[src/rtl/mbist_pkg.sv]
// mbist_pkg: shared encodings for the memory self-test controller.
// Holds register offsets, the status byte layout and the March C- element
// table, expressed as small functions so the sequencer stays generic.
package mbist_pkg;

    localparam int CNT_W = 4;

    localparam logic [3:0] OFS_RST  = 4'h4;
    localparam logic [3:0] OFS_CTRL = 4'h8;
    localparam logic [3:0] OFS_STAT = 4'hC;

    // Status byte: count in [6:3], repaired [2], error [1], done [0].
    typedef struct packed {
        logic [CNT_W-1:0] cnt;
        logic             corr;
        logic             err;
        logic             done;
    } mbist_stat_t;

    typedef enum logic [2:0] {
        EL_W0_UP   = 3'd0,
        EL_R0W1_UP = 3'd1,
        EL_R1W0_UP = 3'd2,
        EL_R0W1_DN = 3'd3,
        EL_R1W0_DN = 3'd4,
        EL_R0_UP   = 3'd5
    } march_el_e;

    function automatic logic el_reads(input march_el_e e);
        return e != EL_W0_UP;
    endfunction

    function automatic logic el_writes(input march_el_e e);
        return e != EL_R0_UP;
    endfunction

    function automatic logic el_rbit(input march_el_e e);
        return (e == EL_R1W0_UP) || (e == EL_R1W0_DN);
    endfunction

    function automatic logic el_wbit(input march_el_e e);
        return (e == EL_R0W1_UP) || (e == EL_R0W1_DN);
    endfunction

    function automatic logic el_down(input march_el_e e);
        return (e == EL_R0W1_DN) || (e == EL_R1W0_DN);
    endfunction

    function automatic march_el_e el_next(input march_el_e e);
        case (e)
            EL_W0_UP:   return EL_R0W1_UP;
            EL_R0W1_UP: return EL_R1W0_UP;
            EL_R1W0_UP: return EL_R0W1_DN;
            EL_R0W1_DN: return EL_R1W0_DN;
            default:    return EL_R0_UP;
        endcase
    endfunction

endpackage

[src/rtl/mbist_regs.sv]
// mbist_regs: Wishbone-style register slave.
// Assumes single-beat accesses; every request is acknowledged one cycle
// later for one cycle. Offsets 0x4 and 0x8 are full-width read/write
// registers of which only bits [1:0] carry meaning; 0xC is read-only status.
module mbist_regs
    import mbist_pkg::*;
#(
    parameter int BUS_AW = 4,
    parameter int BUS_DW = 8
) (
    input  logic              clk,
    input  logic              rst_n,
    input  logic              wb_cyc,
    input  logic              wb_stb,
    input  logic              wb_we,
    input  logic [BUS_AW-1:0] wb_adr,
    input  logic [BUS_DW-1:0] wb_wdata,
    output logic [BUS_DW-1:0] wb_rdata,
    output logic              wb_ack,
    input  mbist_stat_t       stat_i,
    output logic              host_rst_n,
    output logic              bist_go
);
    localparam int STAT_W = $bits(mbist_stat_t);

    logic [BUS_DW-1:0] rst_reg;
    logic [BUS_DW-1:0] ctrl_reg;
    logic              req;

    assign req = wb_cyc && wb_stb && !wb_ack;

    // Acknowledge pulse, one cycle after each new request.
    always_ff @(posedge clk) begin
        if (!rst_n) wb_ack <= 1'b0;
        else        wb_ack <= req;
    end

    // Register writes.
    always_ff @(posedge clk) begin
        if (!rst_n) begin
            rst_reg  <= '0;
            ctrl_reg <= '0;
        end else if (req && wb_we) begin
            if (wb_adr == BUS_AW'(OFS_RST))  rst_reg  <= wb_wdata;
            if (wb_adr == BUS_AW'(OFS_CTRL)) ctrl_reg <= wb_wdata;
        end
    end

    // Registered read data; unmapped offsets return zero.
    always_ff @(posedge clk) begin
        if (!rst_n) begin
            wb_rdata <= '0;
        end else if (req) begin
            if (wb_adr == BUS_AW'(OFS_RST))       wb_rdata <= rst_reg;
            else if (wb_adr == BUS_AW'(OFS_CTRL)) wb_rdata <= ctrl_reg;
            else if (wb_adr == BUS_AW'(OFS_STAT)) wb_rdata <= {{(BUS_DW-STAT_W){1'b0}}, stat_i};
            else                                  wb_rdata <= '0;
        end
    end

    assign host_rst_n = rst_reg[0];
    assign bist_go    = rst_reg[1] && ctrl_reg[0] && ctrl_reg[1];

endmodule

[src/rtl/mbist_seq.sv]
// mbist_seq: March C- address and operation sequencer.
// Assumes a memory with one cycle of read latency. Read elements use two
// cycles per word (issue read, then compare and write); the write-only
// element uses one. Dropping go returns it to idle at once.
module mbist_seq
    import mbist_pkg::*;
#(
    parameter int AW = 10,
    parameter int DW = 16
) (
    input  logic          clk,
    input  logic          rst_n,
    input  logic          go,
    output logic [AW-1:0] op_addr,
    output logic          op_we,
    output logic [DW-1:0] op_wdata,
    output logic          cmp_en,
    output logic [DW-1:0] cmp_exp,
    output logic          busy,
    output logic          done
);
    localparam logic [AW-1:0] MAXA = {AW{1'b1}};

    typedef enum logic [1:0] {SQ_IDLE, SQ_RUN, SQ_DONE} sq_state_e;

    sq_state_e     st;
    march_el_e     el;
    logic          phase;
    logic [AW-1:0] addr;
    logic          last_addr;

    assign last_addr = el_down(el) ? (addr == '0) : (addr == MAXA);

    // Element, address and phase stepping.
    always_ff @(posedge clk) begin
        if (!rst_n || !go) begin
            st    <= SQ_IDLE;
            el    <= EL_W0_UP;
            phase <= 1'b0;
            addr  <= '0;
        end else begin
            case (st)
                SQ_IDLE: begin
                    st    <= SQ_RUN;
                    el    <= EL_W0_UP;
                    phase <= 1'b0;
                    addr  <= '0;
                end
                SQ_RUN: begin
                    if (el_reads(el) && !phase) begin
                        phase <= 1'b1;
                    end else begin
                        phase <= 1'b0;
                        if (!last_addr) begin
                            addr <= el_down(el) ? addr - 1'b1 : addr + 1'b1;
                        end else if (el == EL_R0_UP) begin
                            st <= SQ_DONE;
                        end else begin
                            el   <= el_next(el);
                            addr <= el_down(el_next(el)) ? MAXA : '0;
                        end
                    end
                end
                default: st <= SQ_DONE;
            endcase
        end
    end

    // Operation decode for the current cycle.
    always_comb begin
        busy     = (st == SQ_RUN);
        done     = (st == SQ_DONE);
        op_addr  = addr;
        op_we    = busy && el_writes(el) && (!el_reads(el) || phase);
        op_wdata = {DW{el_wbit(el)}};
        cmp_en   = busy && el_reads(el) && phase;
        cmp_exp  = {DW{el_rbit(el)}};
    end

endmodule

[src/rtl/mbist_repair.sv]
// mbist_repair: compare, single-entry repair and failure accounting.
// The first failing address is captured together with a spare word; later
// accesses to it are served by the spare. Failures elsewhere are fatal.
// clr returns all state to empty.
module mbist_repair
    import mbist_pkg::*;
#(
    parameter int AW = 10,
    parameter int DW = 16
) (
    input  logic             clk,
    input  logic             rst_n,
    input  logic             clr,
    input  logic [AW-1:0]    op_addr,
    input  logic             op_we,
    input  logic [DW-1:0]    op_wdata,
    input  logic             cmp_en,
    input  logic [DW-1:0]    cmp_exp,
    input  logic [DW-1:0]    mem_rdata,
    output logic [AW-1:0]    mem_addr,
    output logic [DW-1:0]    mem_din,
    output logic             mem_web,
    output logic [CNT_W-1:0] fail_cnt,
    output logic             fail_err,
    output logic             fail_corr
);
    logic          rep_vld;
    logic [AW-1:0] rep_addr;
    logic [DW-1:0] spare;
    logic          hit;
    logic          mism;

    assign hit      = rep_vld && (rep_addr == op_addr);
    assign mism     = cmp_en && ((hit ? spare : mem_rdata) != cmp_exp);
    assign mem_addr = op_addr;
    assign mem_din  = op_wdata;
    assign mem_web  = !(op_we && !hit);

    // Repair entry, spare word and status accounting.
    always_ff @(posedge clk) begin
        if (!rst_n || clr) begin
            rep_vld   <= 1'b0;
            rep_addr  <= '0;
            spare     <= '0;
            fail_cnt  <= '0;
            fail_err  <= 1'b0;
            fail_corr <= 1'b0;
        end else begin
            if (hit && op_we) spare <= op_wdata;
            if (mism) begin
                if (fail_cnt != {CNT_W{1'b1}}) fail_cnt <= fail_cnt + 1'b1;
                if (!rep_vld) begin
                    rep_vld   <= 1'b1;
                    rep_addr  <= op_addr;
                    spare     <= op_we ? op_wdata : cmp_exp;
                    fail_corr <= 1'b1;
                end else if (!hit) begin
                    fail_err  <= 1'b1;
                end
            end
        end
    end

endmodule

[src/rtl/mbist_ctrl.sv]
// mbist_ctrl: top of the memory self-test controller.
// Ties the register slave, the March sequencer and the repair/compare unit
// together. Assumes an external single-port SRAM with one-cycle read latency
// and an active-low write enable.
module mbist_ctrl
    import mbist_pkg::*;
#(
    parameter int AW     = 10,
    parameter int DW     = 16,
    parameter int BUS_AW = 4,
    parameter int BUS_DW = 8
) (
    input  logic              clk,
    input  logic              rst_n,
    input  logic              wb_cyc,
    input  logic              wb_stb,
    input  logic              wb_we,
    input  logic [BUS_AW-1:0] wb_adr,
    input  logic [BUS_DW-1:0] wb_wdata,
    output logic [BUS_DW-1:0] wb_rdata,
    output logic              wb_ack,
    output logic              host_rst_n,
    output logic [AW-1:0]     mem_addr,
    output logic [DW-1:0]     mem_din,
    output logic              mem_web,
    input  logic [DW-1:0]     mem_rdata
);
    logic             bist_go;
    logic             seq_busy;
    logic             seq_done;
    logic [AW-1:0]    op_addr;
    logic             op_we;
    logic [DW-1:0]    op_wdata;
    logic             cmp_en;
    logic [DW-1:0]    cmp_exp;
    logic [CNT_W-1:0] rep_cnt;
    logic             rep_err;
    logic             rep_corr;
    mbist_stat_t      stat;

    assign stat = '{cnt: rep_cnt, corr: rep_corr, err: rep_err, done: seq_done};

    mbist_regs #(.BUS_AW(BUS_AW), .BUS_DW(BUS_DW)) u_regs (
        .clk(clk), .rst_n(rst_n),
        .wb_cyc(wb_cyc), .wb_stb(wb_stb), .wb_we(wb_we), .wb_adr(wb_adr),
        .wb_wdata(wb_wdata), .wb_rdata(wb_rdata), .wb_ack(wb_ack),
        .stat_i(stat), .host_rst_n(host_rst_n), .bist_go(bist_go)
    );

    mbist_seq #(.AW(AW), .DW(DW)) u_seq (
        .clk(clk), .rst_n(rst_n), .go(bist_go),
        .op_addr(op_addr), .op_we(op_we), .op_wdata(op_wdata),
        .cmp_en(cmp_en), .cmp_exp(cmp_exp), .busy(seq_busy), .done(seq_done)
    );

    mbist_repair #(.AW(AW), .DW(DW)) u_rep (
        .clk(clk), .rst_n(rst_n), .clr(!bist_go),
        .op_addr(op_addr), .op_we(op_we), .op_wdata(op_wdata),
        .cmp_en(cmp_en), .cmp_exp(cmp_exp), .mem_rdata(mem_rdata),
        .mem_addr(mem_addr), .mem_din(mem_din), .mem_web(mem_web),
        .fail_cnt(rep_cnt), .fail_err(rep_err), .fail_corr(rep_corr)
    );

endmodule

[config.mk]
export PLATFORM = sky130hd
export DESIGN_NAME = mbist_ctrl
export DESIGN_NICKNAME = d
export VERILOG_FILES = /design/src/rtl/mbist_pkg.sv /design/src/rtl/mbist_regs.sv /design/src/rtl/mbist_seq.sv /design/src/rtl/mbist_repair.sv /design/src/rtl/mbist_ctrl.sv
export SDC_FILE = /design/constraint.sdc
export NUM_CORES = 1
export LEC_CHECK = 0
export BUFFER_PORTS_ARGS = -buffer_cell sky130_fd_sc_hd__buf_2
export CAP_MARGIN = 20
export CORE_ASPECT_RATIO = 0.8
export CORE_UTILIZATION = 49
export CTS_BUF_LIST = sky130_fd_sc_hd__clkbuf_4 sky130_fd_sc_hd__clkbuf_8
export CTS_CLUSTER_DIAMETER = 150
export CTS_CLUSTER_SIZE = 28
export DETAILED_ROUTE_END_ITERATION = 16
export PLACE_DENSITY_LB_ADDON = 0.2
export SLEW_MARGIN = 20
export SYNTH_ARGS = -nofsm -noshare
export SYNTH_HDL_FRONTEND = slang
export SYNTH_SLANG_ARGS = --single-unit
[constraint.sdc]
create_clock -name clk -period 7.8 [get_ports clk]
set_clock_uncertainty 0.1 [all_clocks]
set_input_delay 1.56 -clock clk [delete_from_list [all_inputs] [get_ports clk]]
set_output_delay 1.56 -clock clk [all_outputs]
set_load 0.01 [all_outputs]
==> results of run 1 <==
## layout make-up
type / count / area, µm²
Clock buffer: 9 / 123.9
Clock inverter: 7 / 61.31
Fill cell: 707 / 3181
Inverter: 9 / 33.78
Multi-Input combinational cell: 325 / 2195
Sequential cell: 74 / 1481
Tap cell: 105 / 131.4
Timing Repair Buffer: 71 / 360.3
## power by group
part | switching, mW | internal [mW]
clock network | 0.160 | 0.121
logic | 0.0144 | 0.0131
registers | 0.00143 | 0.380
total | 0.176 | 0.514
## cell usage in the layout, fill, tap and decap left out, types with 6 or more instances in the layout
cell type / n
nor2_1: 31
mux2i_1: 39
o21ai_0: 17
a21oi_1: 30
clkbuf_8: 9
o211ai_1: 6
nand4_1: 16
nor2b_1: 21
nand2_1: 47
buf_2: 69
dfxtp_1: 74
nor4_1: 11
o211a_1: 7
nand3_1: 7
inv_1: 9
ha_1: 9
xnor2_1: 14
## metrics by stage
stage	instances	hold WS, ns	instance area [µm²]	util [%]	setup slack (ns)
after CTS	600	0.3710	4387	57.97	4.085
final	600	0.3677	4387	57.97	4.102
after global routing	600	0.3989	4387	57.97	3.968
after detailed placement	584	0.3584	4202	55.52	3.791
after global placement	584	0.3560	4202	55.52	3.895
after floorplan	442	0.3252	3921	-	4.553
## worst paths after layout
path,to,start,slack [ns],cells past startpoint
max reg2reg,u_seq.op_addr[9],u_seq.el[2],4.56,9
min,u_rep.fail_corr,u_rep.fail_corr,0.37,2
max,mem_web,u_seq.op_addr[9],4.10,5
min reg2reg,u_rep.fail_corr,u_rep.fail_corr,0.37,2
## cell families after synthesis
group | share of synthesized area, %
xor gates and xnor gates | 3.574
muxes | 11.07
DFF | 37.78
and+or+nand+nor | 22.11
buffers and inverters | 6.254
AOI/OAI and AO/OA | 15.83
adders and majority gates | 3.382
## metal layers
metal	wire, µm	vias up	share of wire, %	global-route usage, %
met5	0	-	0	0
met4	79	0	0.90	6.429
met3	539	7	6.1	5.617
met2	3949	96	45	36.11
met1	4256	1573	48	29.67
li1	-	1678	-	-
## synth_stat cells, types with 3 or more instances
library cell | count | area [µm²]
dfxtp_1 | 74 | 1481
nand3_1 | 7 | 35.03
xnor2_1 | 14 | 122.6
a31oi_1 | 3 | 18.77
nand2b_1 | 5 | 31.28
o211ai_1 | 6 | 45.04
mux2i_1 | 39 | 390.4
or4_1 | 5 | 37.54
and3_1 | 5 | 31.28
ha_1 | 9 | 112.6
nand4_1 | 16 | 100.1
nor3_1 | 5 | 25.02
o21ai_0 | 17 | 85.08
a21oi_1 | 30 | 150.1
nand2_1 | 47 | 176.4
clkbuf_1 | 11 | 41.29
o211a_1 | 7 | 70.07
buf_2 | 3 | 15.01
a22oi_1 | 3 | 22.52
nor4_1 | 11 | 68.82
nor2b_1 | 21 | 131.4
inv_1 | 9 | 33.78
nor2_1 | 31 | 116.4
a21o_1 | 4 | 30.03
buf_4 | 17 | 127.6
## worst min-delay path: cells and delay by family (launching register included)
kind / cells / cell delay (ns)
flops: 1 / 0.32
compound gates: 1 / 0.05
buf+inv: 1 / 0.05
==> key figures, run 1 <==
Synthesis
  – Asr flop ratio synth: 0%
  – Ys flop type: dfxtp_1
  – Post-Synthesis Cells: roughly 440
  – Net count after synthesis: about 490
  – EDFF count, synth: 0
  – Mean Syn Cell Area: 8.872 µm²
  – Sequential area share after synthesis: between 30 and 40%
  – Synth Warn #: 0
  – Netlist cell types: about 60
  – Post-synthesis register bit count: 74
  – Synthesized cell area: 3921 µm²

Power and ir drop
  – Final Power: ~690 µW
  – Leak: about 1.8 nW
  – Pwr dens: roughly 160 nW/µm²
  – Peak supply drop: about 0.00013 V

Die
  – Starting Density: around half
  – Row count: 28
  – Die width: slightly above 100 µm
  – Die Span Y: between 80 and 90 µm
  – Core area: 7567 µm²
  – I/O pin cnt: 70
  – Die area: about 8400 µm²

STA
  – Setup Viol. Count Final: 0
  – Max Clk Rate: approximately 270 MHz
  – RSZ-0062 raised after global routing: false
  – Fin. Hold Viols: 0
  – Post-Route Setup TNS: 0 ns
  – Slew margin rel.: 44.75%
  – Post-layout min period: approximately 3.7 ns
  – Max Slew Vio Count: 0
  – Final worst-path cycle share: ~47%
  – Worst-Margin Slew: between 0.8 and 0.9 ns

Clock tree
  – TritonCTS clock tree: built
  – Cts bufs inserted: 9
  – Post_cts resized: 0
  – # clock sinks: 74
  – CTS root buf: clkbuf_8
  – H-tree depth: 3
  – Hold Buf Count CTS: 0
  – Clock transition at the registers of the reported paths: ~0.080 ns
  – CTS max path bufs: 2
  – Worst skew pair latency: roughly 0.37 ns
  – Post-CTS Setup Repair Bufs: 0

Detailed routing
  – Vias per Instance: between 5 and 6
  – WL final: between 8 and 9 mm
  – Initial DRC count: 193
  – WL/cell: 14.71 µm
  – Routed via count: ~3400
  – Post-route antenna net violation count: 0
  – Residual DRC: 0
  – First-pass iteration count of the detailed router: 4

Placement
  – Routability cong.: approximately 0.80
  – DP HPWL: 6.419 mm
  – PortBufs: 69

Final layout
  – Largest register FFs: 16
  – Reg with most FFs: u_rep.spare
  – Syn-to-layout area delta: 11.87%
  – # diodes: 0
  – Share of layout cells above drive strength 1: 21.01%
  – Nets: roughly 530

Worst setup path
  – CP Max Fanout: 7
  – CP startpoint kind: flop
  – Worst Path Buf+Inv: 1
  – Setup Crit Path Kind: flop to primary output
  – Worst path required time: slightly above 6 ns
  – CP max-delay cell: or4_4
  – Top delay family on crit path: simple AND/OR/NAND/NOR gates
  – Critical path cell sequence: xnor2_1 > nand4_1 > or4_4 > nand2_1 > buf_2
  – Crit end category: primary output
  – Critical path data arrival time: ~2 ns
  – Slowest stage delay, CP: between 0.5 and 0.6 ns

Global route
  – Total GRT Usage: between 20 and 25%
  – Vias in the first global route: 3081
  – Initial antenna violation count: 0
  – Grt ovf: 0
  – First-pass GRT wire length: between 10 and 15 mm
  – Largest net degree at the start of global routing: 28

Job
  – Max-Cap Viols: 0

Min path
  – Hold crit path type: flop to flop

Run status
  – Status: complete, no violations
(Power assumes the default switching activity.)
==> run 2: changes to the inputs <==
==> constraint.sdc (replaced) <==
create_clock -name clk -period 3.44 [get_ports clk]
set_clock_uncertainty 0.1 [all_clocks]
set_input_delay 0.688 -clock clk [delete_from_list [all_inputs] [get_ports clk]]
set_output_delay 0.688 -clock clk [all_outputs]
set_load 0.01 [all_outputs]
==> run 2 against run 1 <==
Non-clock buffer count is 4 higher. First-iteration DRC count fell by 20%. Worst setup slack lost 3.8 ns. Total power increased by 130%. Count of clock-buffer cells in the layout is 1 higher. Highest routed layer unchanged. Clock power grew 130%. Routed wire length rose by 1.2%. Critical path depth grew 4.
==> key figures, run 2 (synthesis gave the netlist of run 1 again) <==
STA
  – Setup ws final: 0.2681 ns (-3.834 ns)
  – Setup Viol. Count Final: 0 (unchanged)
  – RSZ-0062 raised after global routing: false
  – Post-Route Setup TNS: 0 ns (unchanged)
  – Max Clk Rate: about 320 MHz
  – Final worst-path cycle share: ~92%
  – Fin. Hold Viols: 0 (unchanged)
  – Max Slew Vio Count: 0 (unchanged)
  – Slew margin rel.: 45.52% (+0.77 points)
  – Post-layout min period: 3.172 ns
  – Worst-Margin Slew: 0.8142 ns (-0.01233 ns)

Worst setup path
  – Crit end category: flop
  – CP startpoint kind: flop
  – Top delay family on crit path: simple AND/OR/NAND/NOR gates
  – Reg2reg setup slack: 0.27 ns (-4.29 ns)
  – R2R depth: 9 (unchanged)
  – CP max-delay cell: dfxtp_1
  – Setup Crit Path Kind: flop to flop
  – FF-to-FF End: u_seq.op_addr[9]
  – Critical path data arrival time: 3.31 ns (+1.27 ns)
  – Slowest stage delay, CP: 0.56 ns (about the same)
  – Worst path required time: 3.58 ns (-2.56 ns)
  – Crit-path most repeated cell: a21o_1
  – CP Max Fanout: 13 (+6)
  – Critical path cell sequence: and3b_1 > a21o_1 > ha_1 > a21o_1 > a21o_1 > nor4b_1 > nor4_1 > nor4_1 > o21ai_0
  – Worst Path Buf+Inv: 0 (-1)
  – R2r startpoint: u_seq.el[2]

Power and ir drop
  – Power share of the sequential group: 55.0% (-0.3 points)
  – Leak: 1.846 nW (+0.89%)
  – NetSw: 392.3 µW (+120%)
  – Comb power frac: 3.9% (about the same)
  – Cell Int Power: 1.181 mW (+130%)
  – Final Power: 1.573 mW (+130%)
  – Pwr dens: 356.1 nW/µm² (+130%)
  – Peak supply drop: 0.0002177 V (+73%)
  – Clock network power share: 41.1% (+0.4 points)
  – Switching portion of total power: 24.94% (-0.53 points)

Clock tree
  – TritonCTS clock tree: built
  – # clock sinks: 74 (unchanged)
  – Post_cts resized: 0 (unchanged)
  – CTS max path bufs: 2 (unchanged)
  – Worst skew pair latency: 0.35 ns (-0.02 ns)
  – Cts bufs inserted: 9 (unchanged)
  – CTS root buf: clkbuf_8
  – Post-CTS Setup Repair Bufs: 0 (unchanged)
  – Hold Buf Count CTS: 0 (unchanged)
  – H-tree depth: 3 (unchanged)
  – Clock transition at the registers of the reported paths: 0.08 ns (about the same)

Detailed routing
  – Post-route antenna net violation count: 0 (unchanged)
  – Residual DRC: 0 (unchanged)
  – WL final: 8.927 mm (+1.2%)
  – WL/cell: 14.78 µm (+0.49%)
  – First-pass iteration count of the detailed router: 5 (+1)
  – Routed via count: 3394 (+1.2%)
  – Vias per Instance: 5.619 (+0.52%)
  – Initial DRC count: 155 (-20%)

Die
  – Die width: 102.0 µm (unchanged)
  – Core area: 7567 µm² (unchanged)
  – Die Span Y: 82.02 µm (unchanged)
  – Starting Density: 51.82% (unchanged)
  – Die area: 8367 µm² (unchanged)
  – I/O pin cnt: 70 (unchanged)
  – Row count: 28 (unchanged)

Job
  – Max-Cap Viols: 0 (unchanged)

Min path
  – Worst Hold Path EP: u_rep.fail_corr
  – Hold path startpoint: u_rep.fail_corr
  – Hold path cells: 2 (unchanged)
  – Hold crit path type: flop to flop

Final layout
  – # diodes: 0 (unchanged)
  – Fin cells: 604 (+0.67%)
  – Commonest non-fill, non-tap cells in the layout: dfxtp_1, buf_2, nand2_1, mux2i_1, nor2_1
  – Syn-to-layout area delta: 12.67%
  – Reg with most FFs: u_rep.spare
  – Commonest non-fill, non-tap cell in the layout: dfxtp_1
  – Area of the multi-input gates: 2195 µm² (unchanged)
  – Share of layout cells above drive strength 1: 21.64% (+0.63 points)
  – Largest register FFs: 16 (unchanged)
  – Register Area: 1481 µm² (unchanged)
  – Nets: 537 (+0.75%)
  – Fill count: 720 (+1.8%)

Placement
  – Placed Instances: 588 (+0.68%)
  – Routability cong.: 0.8595 (+8.0%)
  – DP HPWL: 6.300 mm (-1.9%)
  – PortBufs: 69 (unchanged)
  – Worst slack, placed: 0.3673 ns (-3.424 ns)

Global route
  – Grt ovf: 0 (unchanged)
  – Initial antenna violation count: 0 (unchanged)
  – First-pass GRT wire length: 14.46 mm (+0.68%)
  – Total GRT Usage: 22.42% (+0.022 points)
  – Vias in the first global route: 3029 (-1.7%)
  – Largest net degree at the start of global routing: 28 (unchanged)

Run status
  – Status: complete, no violations
[run 2: final cells by class]
| class | count | area share (%) |
|---|---|---|
| Timing Repair Buffer | 75 | 8.836 |
| Multi-Input combinational cell | 325 | 49.67 |
| Sequential cell | 74 | 33.53 |
| Tap cell | 105 | 2.974 |
| Clock inverter | 6 | 1.105 |
| Inverter | 9 | 0.7647 |
| Clock buffer | 10 | 3.115 |
[run 2: metrics by stage]
stage	util, %	hold slack [ns]	instance area [µm²]
global route	58.38	0.3940	4418
global placement	55.92	0.3446	4232
CTS	58.38	0.3647	4418
detailed placement	55.92	0.3512	4232
floorplan	-	0.3252	3921
finish	58.38	0.3571	4418
[run 2: power groups by stage]
stage               clock, mW  sequential (mW)  combinational [mW]
floorplan                   0            0.888              0.0248
global placement            0            0.885              0.0607
detailed placement          0            0.885              0.0618
CTS                     0.661            0.865              0.0620
global route            0.702            0.866              0.0676
finish                  0.647            0.865              0.0619
[run 2: worst max-delay path by stage]
stage                            from                to  slack (ns)  cells past startpoint
after global placement    u_seq.el[2]  u_seq.op_addr[9]        0.46                      9
after detailed placement  u_seq.el[2]  u_seq.op_addr[9]        0.37                      9
after floorplan           u_seq.el[2]  u_seq.op_addr[9]        0.76                      9
after CTS                 u_seq.el[2]  u_seq.op_addr[9]        0.34                      9
after global routing      u_seq.el[2]  u_seq.op_addr[9]        0.03                      9
final                     u_seq.el[2]  u_seq.op_addr[9]        0.27                      9
[run 2: worst reg2reg max path, delay by kind of cell (launching register included)]
family	cells	cell delay [ns]
adders and majority gates	1	0.44
and+or+nand+nor	4	1.15
AOI/OAI and AO/OA	4	0.80
DFF	1	0.56
[run 2: layer usage]
layer	routed length (µm)	vias to the layer above	GRT usage (%)	part of all wire, %
met3	559	9	5.957	6.3
met2	3988	109	35.91	45
met4	76	0	5.286	0.85
li1	-	1684	-	-
met5	0	-	0	0
met1	4303	1592	30.10	48
==> run 3: changes to the inputs <==
==> constraint.sdc (replaced) <==
create_clock -name clk -period 3.44 [get_ports clk]
set_clock_uncertainty 0.1 [all_clocks]
set_input_delay 0.172 -clock clk [delete_from_list [all_inputs] [get_ports clk]]
set_output_delay 0.172 -clock clk [all_outputs]
set_load 0.01 [all_outputs]
==> run 3 against run 2 <==
Core utilization is 0.74 points higher. Hold slack worse by 0.35 ns. Register-to-register slack better by 0.06 ns. Die area stayed put. Combinational power is 5.7% higher. Sequential power hardly changed. Critical path type unchanged. Critical path depth stayed put. Routed wire length is 4.4% lower. Highest routed layer unchanged.
==> key figures, run 3 (synthesis gave the netlist of run 1 again) <==
Clock tree
  – TritonCTS clock tree: built
  – Clock transition at the registers of the reported paths: 0.08 ns (about the same)
  – Cts bufs inserted: 9 (unchanged)
  – Worst skew pair latency: 0.36 ns (about the same)
  – Post-CTS Setup Repair Bufs: 0 (unchanged)
  – CTS root buf: clkbuf_8
  – # clock sinks: 74 (unchanged)
  – CTS max path bufs: 2 (unchanged)
  – H-tree depth: 3 (unchanged)

Global route
  – Initial antenna violation count: 0 (unchanged)
  – Total GRT Usage: 21.86% (-0.56 points)
  – Grt ovf: 0 (unchanged)
  – First-pass GRT wire length: 14.11 mm (-2.4%)
  – Largest net degree at the start of global routing: 28 (unchanged)
  – Vias in the first global route: 3036 (+0.23%)

Power and ir drop
  – Leak: 1.874 nW (+1.6%)
  – Pwr dens: 365.9 nW/µm² (+2.8%)
  – Peak supply drop: 0.0002283 V (+4.9%)
  – Final Power: 1.637 mW (+4.1%)

Final layout
  – Largest register FFs: 16 (unchanged)
  – Share of layout cells above drive strength 1: 21.31% (-0.33 points)
  – Commonest non-fill, non-tap cell in the layout: dfxtp_1
  – Syn-to-layout area delta: 14.10%
  – Nets: 540 (+0.56%)
  – Fill count: 697 (-3.2%)
  – Reg with most FFs: u_rep.spare
  – Fin cells: 607 (+0.50%)
  – Commonest non-fill, non-tap cells in the layout: dfxtp_1, buf_2, nand2_1, mux2i_1, nor2_1
  – # diodes: 0 (unchanged)
  – Post-route cell area: 4474 µm² (+1.3%)
  – Fin util: 59.13% (+0.74 points)

STA
  – Setup ws final: 0.3294 ns (+0.06130 ns)
  – Post-layout min period: 3.111 ns (-0.06130 ns)
  – Post-Route Setup TNS: 0 ns (unchanged)
  – Max Slew Vio Count: 0 (unchanged)
  – Max Clk Rate: 321.5 MHz (+2.0%)
  – Worst-Margin Slew: 0.7946 ns (-0.01965 ns)
  – Final worst-path cycle share: 90.42% (-1.8 points)
  – WHS: 0.006564 ns (-0.3506 ns)
  – Fin. Hold Viols: 0 (unchanged)
  – Setup Viol. Count Final: 0 (unchanged)
  – Slew margin rel.: 46.83% (+1.3 points)
  – RSZ-0062 raised after global routing: false

Detailed routing
  – Routed via count: 3361 (-0.97%)
  – Vias per Instance: 5.537 (-1.5%)
  – Post-route antenna net violation count: 0 (unchanged)
  – Initial DRC count: 149 (-3.9%)
  – Residual DRC: 0 (unchanged)
  – WL final: 8.535 mm (-4.4%)
  – WL/cell: 14.06 µm (-4.9%)
  – First-pass iteration count of the detailed router: 4 (-1)

Die
  – Core area: 7567 µm² (unchanged)
  – Die Span Y: 82.02 µm (unchanged)
  – I/O pin cnt: 70 (unchanged)
  – Row count: 28 (unchanged)
  – Die area: 8367 µm² (unchanged)
  – Die width: 102.0 µm (unchanged)
  – Starting Density: 51.82% (unchanged)

Placement
  – DP HPWL: 6.159 mm (-2.2%)
  – PortBufs: 69 (unchanged)
  – Worst slack, placed: 0.3750 ns (+0.007689 ns)
  – Routability cong.: 0.8362 (-2.7%)
  – Placed Instances: 587 (-0.17%)
  – Post-DP Area: 4224 µm² (-0.18%)

Min path
  – Hold crit path type: input pin to flop

Worst setup path
  – Worst path required time: 3.58 ns (about the same)
  – Critical path data arrival time: 3.25 ns (-0.06 ns)
  – CP Max Fanout: 13 (unchanged)
  – CP startpoint kind: flop
  – Setup Crit Path Kind: flop to flop
  – Crit end category: flop

Run status
  – Status: complete, no violations

Job
  – Max-Cap Viols: 0 (unchanged)
[run 3: cell count changes in the layout (fill, tap and decap cells not counted), sizes merged]
cell,change
buf,-1
clkinv,+2
dlygate4sd3,+4
clkinvlp,-2
bufinv,+1
inv,-1
[run 3: critical path, stage by stage (launching register included)]
cell and delay, ns:
dfxtp_1 0.54, and3b_1 0.22, a21o_1 0.33, ha_1 0.43, a21o_1 0.18, a21o_1 0.18
nor4b_1 0.52, nor4_1 0.12, nor4_1 0.26, o21ai_0 0.10
[run 3: area by class of cell]
cell class	instances	area, µm²	share of cell area [%]
flip-flops and latches	74	1481	33.11
clock inverters	6	72.57	1.622
repair buffers	78	422.9	9.452
well taps	105	131.4	2.936
multi-input cells	325	2195	49.05
inverters	9	33.78	0.7550
clock buffers	10	137.6	3.076
[run 3: path summary, 6_finish.rpt]
kind	from	to	slack [ns]	depth (start not counted)
hold reg to reg	u_rep.fail_corr	u_rep.fail_corr	0.36	2
setup / recovery	u_seq.el[2]	u_seq.op_addr[9]	0.33	9
hold / removal	wb_wdata[0]	u_regs.rst_reg[0]	0.007	3
setup reg to reg	u_seq.el[2]	u_seq.op_addr[9]	0.33	9
[run 3: repair_timing]
action | 4_1_cts | 5_1_grt
hold buffers | 4 | 0
resized for setup | 0 | 0
endpoints found under the hold margin | 7 | 0
setup endpoints to repair | 0 | 0
[run 3: per-layer routing]
layer / up-vias / global-route usage [%] / part of all wire [%] / wire length [µm]
met5: - / 0 / 0 / 0
li1: 1695 / - / - / -
met2: 111 / 34.90 / 44 / 3757
met1: 1551 / 29.11 / 50 / 4240
met4: 0 / 5.857 / 0.47 / 40
met3: 4 / 5.957 / 5.8 / 496
[run 3: power by group]
part           internal, mW  total [mW]  switching, mW
sequential            0.862       0.865        0.00293
clock                 0.362       0.707          0.345
combinational        0.0331      0.0654         0.0323
